==> src/rtl/tmr_prescale.sv <==
module tmr_prescale #(
  parameter int TMR_W = 8,
  parameter int PRE_W = 8,
  parameter int WDT_W = 8
) (
  input  logic             clk,
  input  logic             rst_n,
  input  logic             icyc_en,
  input  logic             ext_pin,
  input  logic             wdt_tick,
  input  logic             wdt_en,
  input  logic [5:0]       ctrl,
  input  logic             tmr_wr,
  input  logic [TMR_W-1:0] tmr_wdata,
  output logic [TMR_W-1:0] tmr_q,
  output logic             tmr_ovf,
  output logic             wdt_timeout,
  output logic [PRE_W-1:0] pre_count
);
  localparam logic [TMR_W-1:0] TMR_MAX = '1;
  localparam logic [WDT_W-1:0] WDT_MAX = '1;

  logic [2:0] ratio;
  logic       to_wdt, fall_sel, src_ext;
  assign ratio    = ctrl[2:0];
  assign to_wdt   = ctrl[3];
  assign fall_sel = ctrl[4];
  assign src_ext  = ctrl[5];

  logic sync1, sync2, sync_d;
  logic asg_q;
  logic [WDT_W-1:0] wdt_cnt;

  logic [PRE_W:0] rl_wide;
  logic [PRE_W-1:0] rl;
  assign rl_wide = to_wdt ? ((PRE_W+1)'(1) << ratio) - 1'b1
                          : ((PRE_W+1)'(2) << ratio) - 1'b1;
  assign rl = rl_wide[PRE_W-1:0];

  logic ext_evt, tmr_evt, wdt_evt, pre_in, reload, pre_pulse, tmr_step, wdt_step;
  assign ext_evt   = fall_sel ? (sync_d & ~sync2) : (sync2 & ~sync_d);
  assign tmr_evt   = src_ext ? ext_evt : icyc_en;
  assign wdt_evt   = wdt_en & wdt_tick;
  assign pre_in    = to_wdt ? wdt_evt : tmr_evt;
  assign reload    = tmr_wr | (to_wdt != asg_q);
  assign pre_pulse = pre_in & (pre_count == '0) & ~reload;
  assign tmr_step  = ~tmr_wr & (to_wdt ? tmr_evt : pre_pulse);
  assign wdt_step  = wdt_en & (to_wdt ? pre_pulse : wdt_evt);

  always_ff @(posedge clk) begin
    if (!rst_n) begin
      sync1  <= 1'b0;
      sync2  <= 1'b0;
      sync_d <= 1'b0;
    end else begin
      sync1  <= ext_pin;
      sync2  <= sync1;
      sync_d <= sync2;
    end
  end

  always_ff @(posedge clk) begin
    if (!rst_n) begin
      pre_count <= rl;
      asg_q     <= to_wdt;
    end else begin
      asg_q <= to_wdt;
      if (reload)
        pre_count <= rl;
      else if (pre_in)
        pre_count <= (pre_count == '0) ? rl : pre_count - 1'b1;
    end
  end

  always_ff @(posedge clk) begin
    if (!rst_n) begin
      tmr_q   <= '0;
      tmr_ovf <= 1'b0;
    end else begin
      tmr_ovf <= tmr_step & (tmr_q == TMR_MAX);
      if (tmr_wr)
        tmr_q <= tmr_wdata;
      else if (tmr_step)
        tmr_q <= tmr_q + 1'b1;
    end
  end

  always_ff @(posedge clk) begin
    if (!rst_n) begin
      wdt_cnt     <= '0;
      wdt_timeout <= 1'b0;
    end else begin
      wdt_timeout <= wdt_step & (wdt_cnt == WDT_MAX);
      if (!wdt_en)
        wdt_cnt <= '0;
      else if (wdt_step)
        wdt_cnt <= wdt_cnt + 1'b1;
    end
  end

  p_ovf_wrap_r6: assert property (@(posedge clk) disable iff (!rst_n)
    tmr_ovf |-> (tmr_q == '0 && $past(tmr_q) == TMR_MAX));

  p_wr_load_r7: assert property (@(posedge clk) disable iff (!rst_n)
    tmr_wr |=> (tmr_q == $past(tmr_wdata)));

  p_pre_dec_r8: assert property (@(posedge clk) disable iff (!rst_n)
    (pre_in && !reload && pre_count != '0) |=> (pre_count == $past(pre_count) - 1'b1));

  p_reassign_r9: assert property (@(posedge clk) disable iff (!rst_n)
    (to_wdt != asg_q) |=> (pre_count == $past(rl)));

  p_wdt_off_r11: assert property (@(posedge clk) disable iff (!rst_n)
    !wdt_en |=> (!wdt_timeout && wdt_cnt == '0));
endmodule

==> config.mk <==
export PLATFORM = sky130hd
export DESIGN_NAME = tmr_prescale
export DESIGN_NICKNAME = d
export VERILOG_FILES = /design/src/rtl/tmr_prescale.sv
export SDC_FILE = /design/constraint.sdc
export NUM_CORES = 1
export LEC_CHECK = 0
export ABC_AREA = 1
export BUFFER_PORTS_ARGS = -buffer_cell sky130_fd_sc_hd__clkbuf_2
export CAP_MARGIN = 20
export CORE_MARGIN = 4
export CORE_UTILIZATION = 42
export CTS_BUF_LIST = sky130_fd_sc_hd__clkbuf_4 sky130_fd_sc_hd__clkbuf_8
export DETAILED_ROUTE_END_ITERATION = 6
export PLACE_DENSITY = 0.75
export RECOVER_POWER = 50
export REMOVE_ABC_BUFFERS = 1
export SLEW_MARGIN = 10
export SYNTH_ARGS = -nofsm -noshare
export SYNTH_HDL_FRONTEND = slang
export SYNTH_SLANG_ARGS = --single-unit
export TNS_END_PERCENT = 30
==> constraint.sdc <==
create_clock -name clk -period 1.6 [get_ports clk]
set_clock_uncertainty 0.05 [all_clocks]
set_input_delay 0 -clock clk [delete_from_list [all_inputs] [get_ports clk]]
set_output_delay 0 -clock clk [all_outputs]
set_load 0.02 [all_outputs]
After elaboration in Yosys (flattened, before gate mapping)
Index checks and enable logic that the tools add are counted.

Add/sub/neg operators: 5. Equal/unequal tests: 4. Shift operators: 2. Mux-type cells: 12. Bitwise logic cells: 14. Reductions and logical operators: 3.

Operators with widths (number): 2-to-1 mux 8 bit (7); subtractor 8 x 1 -> 8 bit, second input constant (3); adder 8 x 1 -> 8 bit, second input constant (2); == test 8 bit, second input constant (2); AND 1 bit (9); logical NOT 8 bit (1); << shifter 1 x 3 -> 8 bit, first input constant (1); << shifter 2 x 3 -> 8 bit, first input constant (1); 2-to-1 mux 1 bit (5); NOT 1 bit (4); inequality test 3 x 1 -> 1 bit, second input constant (1); AND reduction 2 bit (1); nonzero test 2 bit (1); inequality test 1 bit (1); OR 1 bit (1).

Bits in registers: 30. Bits of input ports: 21. Output and inout bits: 18.

Logic depth before layout (Yosys ltp)
Depth after elaboration: 11. Mapped depth: 11. Gate-level depth less buffers: 11.

Worst setup path after synthesis
Ideal clock, no wire load.

Path kind: reg-to-reg. From: register pre_count[2]. To: register pre_count[5] (data pin). Arrival: 1264 ps. Setup slack: 31 ps. Stages on the path, launching flop included: 6. Period minus slack after synthesis: 1569 ps. Cells stage by stage: edfxtp_1 -> nor3_1 -> nand2_1 -> xor2_1 -> o21ai_0 -> inv_1.

Cells in the longest elaborated chain, start to end: 5. Elaborated cells on any way between the ends: 6. Those cells by class: add/sub: 1; mux: 4; reduce/logical: 1.

Ends and longest elaborated chain: start: declaration (line 18) `output logic [PRE_W-1:0] pre_count`; start signal: assignment (line 64) `pre_count <= rl;`; start signal: assignment (line 69) `pre_count <= rl;`; start signal: assignment (line 71) `pre_count <= (pre_count == '0) ? rl : pre_count - 1'b1;`; subtractor 8 x 1 -> 8 bit / logical NOT 8 bit (equally long branches) (line 71); 2-to-1 mux 8 bit * (line 71); 2-to-1 mux 8 bit * (line 70) `else if (pre_in)`; 2-to-1 mux 8 bit * (line 68) `if (reload)`; 2-to-1 mux 8 bit * (line 63) `if (!rst_n) begin`.

Every way passes the cells marked *; elsewhere a longest branch is shown, timed or not. The select of a mux whose other input is x is not followed. A chain may end at the register's enable or synchronous reset.

Final worst setup path
From: register pre_count[2]. To: register tmr_q[2].

Cells in the longest elaborated chain, start to end: 6.

Ends and longest elaborated chain: logical NOT 8 bit (line 46) `assign pre_pulse = pre_in & (pre_count == '0) & ~reload;`; AND 1 bit (2 in series) (line 46); 2-to-1 mux 1 bit (line 47) `assign tmr_step = ~tmr_wr & (to_wdt ? tmr_evt : pre_pulse);`; AND 1 bit (line 47); nonzero test 2 bit (no line); end signal: assignment (line 82) `tmr_q <= tmr_wdata;`; end signal: assignment (line 84) `tmr_q <= tmr_q + 1'b1;`; end: declaration (line 15) `output logic [TMR_W-1:0] tmr_q,`.

No other way between the ends.

==> qor.yml <==
grt:
  grt_pass1_vias: 1847
  grt_max_degree: 14
  grt_use_total_pct: 17.14
  antenna_found_initial: 0
  overflow: 0
  grt_pass1_wl_um: 7693
synthesis:
  seq_area_frac_synth_pct: 36.03
  avgSynthCellArea_sq_um: 6.946
  yosysWarnings: 0
  ys_types: 29
  synth_cells: 272
  ys.flop_type: "dfxtp_1"
  ys_ff_latch: 30
  syn-cell-area_sq_um: 1889
  async_reset_ff_share_pct: 0
  synth-edff-count: 8
floorplanning:
  die_area_sq_um: 5636
  core_area_sq_um: 4354
  die_w_um: 75.07
  initial_core_util_pct: 43.39
  ios: 39
  die_y_um: 75.07
  num_rows: 24
cts:
  numCtsBuffers: 5
  htreeDepth: 2
  clock_path_buffers: 2
  numClockSinks: 30
  cts_root_buf: "clkbuf_8"
  cts_tree: "built"
  clk-insertion-delay-late_ns: 0.28
  clk_pin_slew_ns: 0.07
critical_path:
  crit_path_frequent_cell: "nand2_2"
  cp.arrival_ns: 1.71
  crit_required_ns: 1.77
  worstSetupPathType: "reg2reg"
  max_stage_delay_ns: 0.43
  crit_path_end_kind: "flip-flop"
  cp_slowest_cell: "edfxtp_1"
  critPathMaxFanout: 8
  path_cells: "nor2_2 > nand2_2 > nor2_2 > nand2_2 > nand2_2 > nand2_4 > nand2_8 > nand2_1 > a21oi_2"
  start_kind: "flip-flop"
power:
  power.internal_mw: 1.371
  leakagePower_nw: 1.163
  power_switching_uw: 623.6
  pwr-share-seq_pct: 44.2
  total_power_mw: 1.995
  max-vdd-ir-drop_uv: 722.9
  power_density_nw_per_um2: 803.3
  p_clk_share_pct: 32.0
  netSwitchingFraction_pct: 31.26
  pwr-share-comb_pct: 23.8
sta:
  rsz0062_at_grt: "yes"
  setup_tns_ns: 0
  max_freq_mhz: 650.9
  finalHoldViolCount: 0
  slew_violations: 0
  setup_viol: 0
  worst_pin_slew_ns: 0.2916
  finalCritPeriodShare_pct: 96.02
  holdWs_ns: 0.02384
  relSlewSlack_pct: 80.54
  final.min_clock_period_ns: 1.536
routing:
  ant_nets: 0
  drtPass1Iterations: 4
  drc: 0
  vias: 1953
  wl_um: 4660
  drt_iter0_drc: 60
  avgRoutedWirePerCell_um: 11.95
  via_per_inst: 5.008
place:
  numPortBuffers: 38
  dp_hpwl_um: 3366
  dpl_cell_area_sq_um: 2211
  routabilityCongestion: 0.8684
cells_and_area:
  drive_gt1_share_pct: 22.78
  diodes: 0
  final_area_sq_um: 2484
  area_delta_synth_final_pct: 31.46
  finish.utilization_pct: 57.04
  finalNetCount: 365
job:
  maxCapViolations: 0
worst_hold_path:
  hold_path.class: "in2reg"
outcome:
  outcome: "finished, final reports clean"
-- power by group through the flow --
| stage | sequential [mW] | clock, mW | combinational [mW] |
|---|---|---|---|
| 2_1_floorplan | 0.951 | 0 | 0.202 |
| 3_3_place_gp | 0.895 | 0 | 0.411 |
| 3_5_place_dp | 0.898 | 0 | 0.419 |
| 4_1_cts | 0.882 | 0.655 | 0.433 |
| 5_1_grt | 0.886 | 0.689 | 0.533 |
| 6_report | 0.881 | 0.639 | 0.475 |
-- layout make-up --
class	count	area (sq um)
Fill cell	410	1871
Multi-Input combinational cell	202	1140
Sequential cell	30	681.9
Timing Repair Buffer	61	361.6
Inverter	37	141.4
Clock buffer	6	82.58
Tap cell	52	65.06
Clock inverter	2	11.26
-- flip-flops by register name, indices dropped and copies added, names as in the netlist --
name	count
sync2	1
tmr_q	8
wdt_cnt	8
sync_d	1
asg_q	1
sync1	1
tmr_ovf	1
pre_count	8
wdt_timeout	1
-- cell families after synthesis --
kind of cell,count (synthesis),share of synthesized area [%]
AND/OR/NAND/NOR,143,33.38
buffers and inverters,41,8.609
AO/OA/AOI/OAI,35,9.868
flip-flops,30,36.03
XOR/XNOR,15,6.953
adder cells (fa/ha/maj),7,4.636
multiplexers,1,0.5298
-- final timing paths --
path / startpoint / cells after the start / slack (ns) / to
setup reg to reg: pre_count[2] / 9 / 0.06 / tmr_q[2]
hold / removal: tmr_wdata[1] / 5 / 0.02 / tmr_q[1]
setup / recovery: pre_count[2] / 9 / 0.06 / tmr_q[2]
hold reg to reg: sync1 / 2 / 0.37 / sync2
-- stage by stage --
stage	cells	setup WS, ns
6_report	390	0.06366
5_1_grt	390	-0.07206
4_1_cts	384	0.02595
3_5_place_dp	370	-0.02758
3_3_place_gp	370	0.02229
2_1_floorplan	268	-0.1148
-- synth_stat cells (2+ instances only) --
cell type | count | area, sq um
nand4_1 | 9 | 56.30
xnor2_1 | 5 | 43.79
ha_1 | 7 | 87.58
clkbuf_1 | 2 | 7.510
o21ai_1 | 4 | 20.02
edfxtp_1 | 8 | 240.2
nor2_1 | 25 | 93.84
inv_2 | 3 | 11.26
o21ai_0 | 12 | 60.06
inv_1 | 34 | 127.6
nand3_1 | 26 | 130.1
a21oi_1 | 15 | 75.07
nand2_1 | 72 | 270.3
dfxtp_1 | 22 | 440.4
nor3_1 | 3 | 15.01
xor2_1 | 10 | 87.58
nand2_2 | 3 | 18.77
-- critical path: cells and delay by family (launching register included) --
family             cells  cell delay [ns]
DFF                    1             0.43
AOI/OAI and AO/OA      1             0.12
and+or+nand+nor        8             0.87
-- what timing repair did --
item / in CTS / in global routing
hold buffers: 6 / 0
pin swaps: 0 / 10
gates resized for setup: 1 / 29
cloned: 0 / 1
endpoints found under the setup margin: 2 / 23
setup buffers: 0 / 5
endpoints found under the hold margin: 7 / 0
-- metal layers --
metal	share of wire (%)	global-route usage, %	vias up
met5	0	0	-
met2	50	29.59	39
met3	4.5	4.272	4
met1	45	20.80	895
li1	-	-	1015
met4	0.67	5.534	0
-- placed cells by master (no fill, tap or decap), types with 9 or more instances in the layout --
master | netlist | routed
inv_1 | 34 | 33
clkbuf_2 | 0 | 20
nand2_1 | 72 | 67
nor2_1 | 25 | 19
nand3_1 | 26 | 25
o21ai_0 | 12 | 10
dfxtp_1 | 22 | 21
a21oi_1 | 15 | 11
buf_4 | 0 | 16
clkbuf_1 | 2 | 18
xor2_1 | 10 | 10
nand4_1 | 9 | 9
Note: power is estimated with default switching activity, not from simulation.
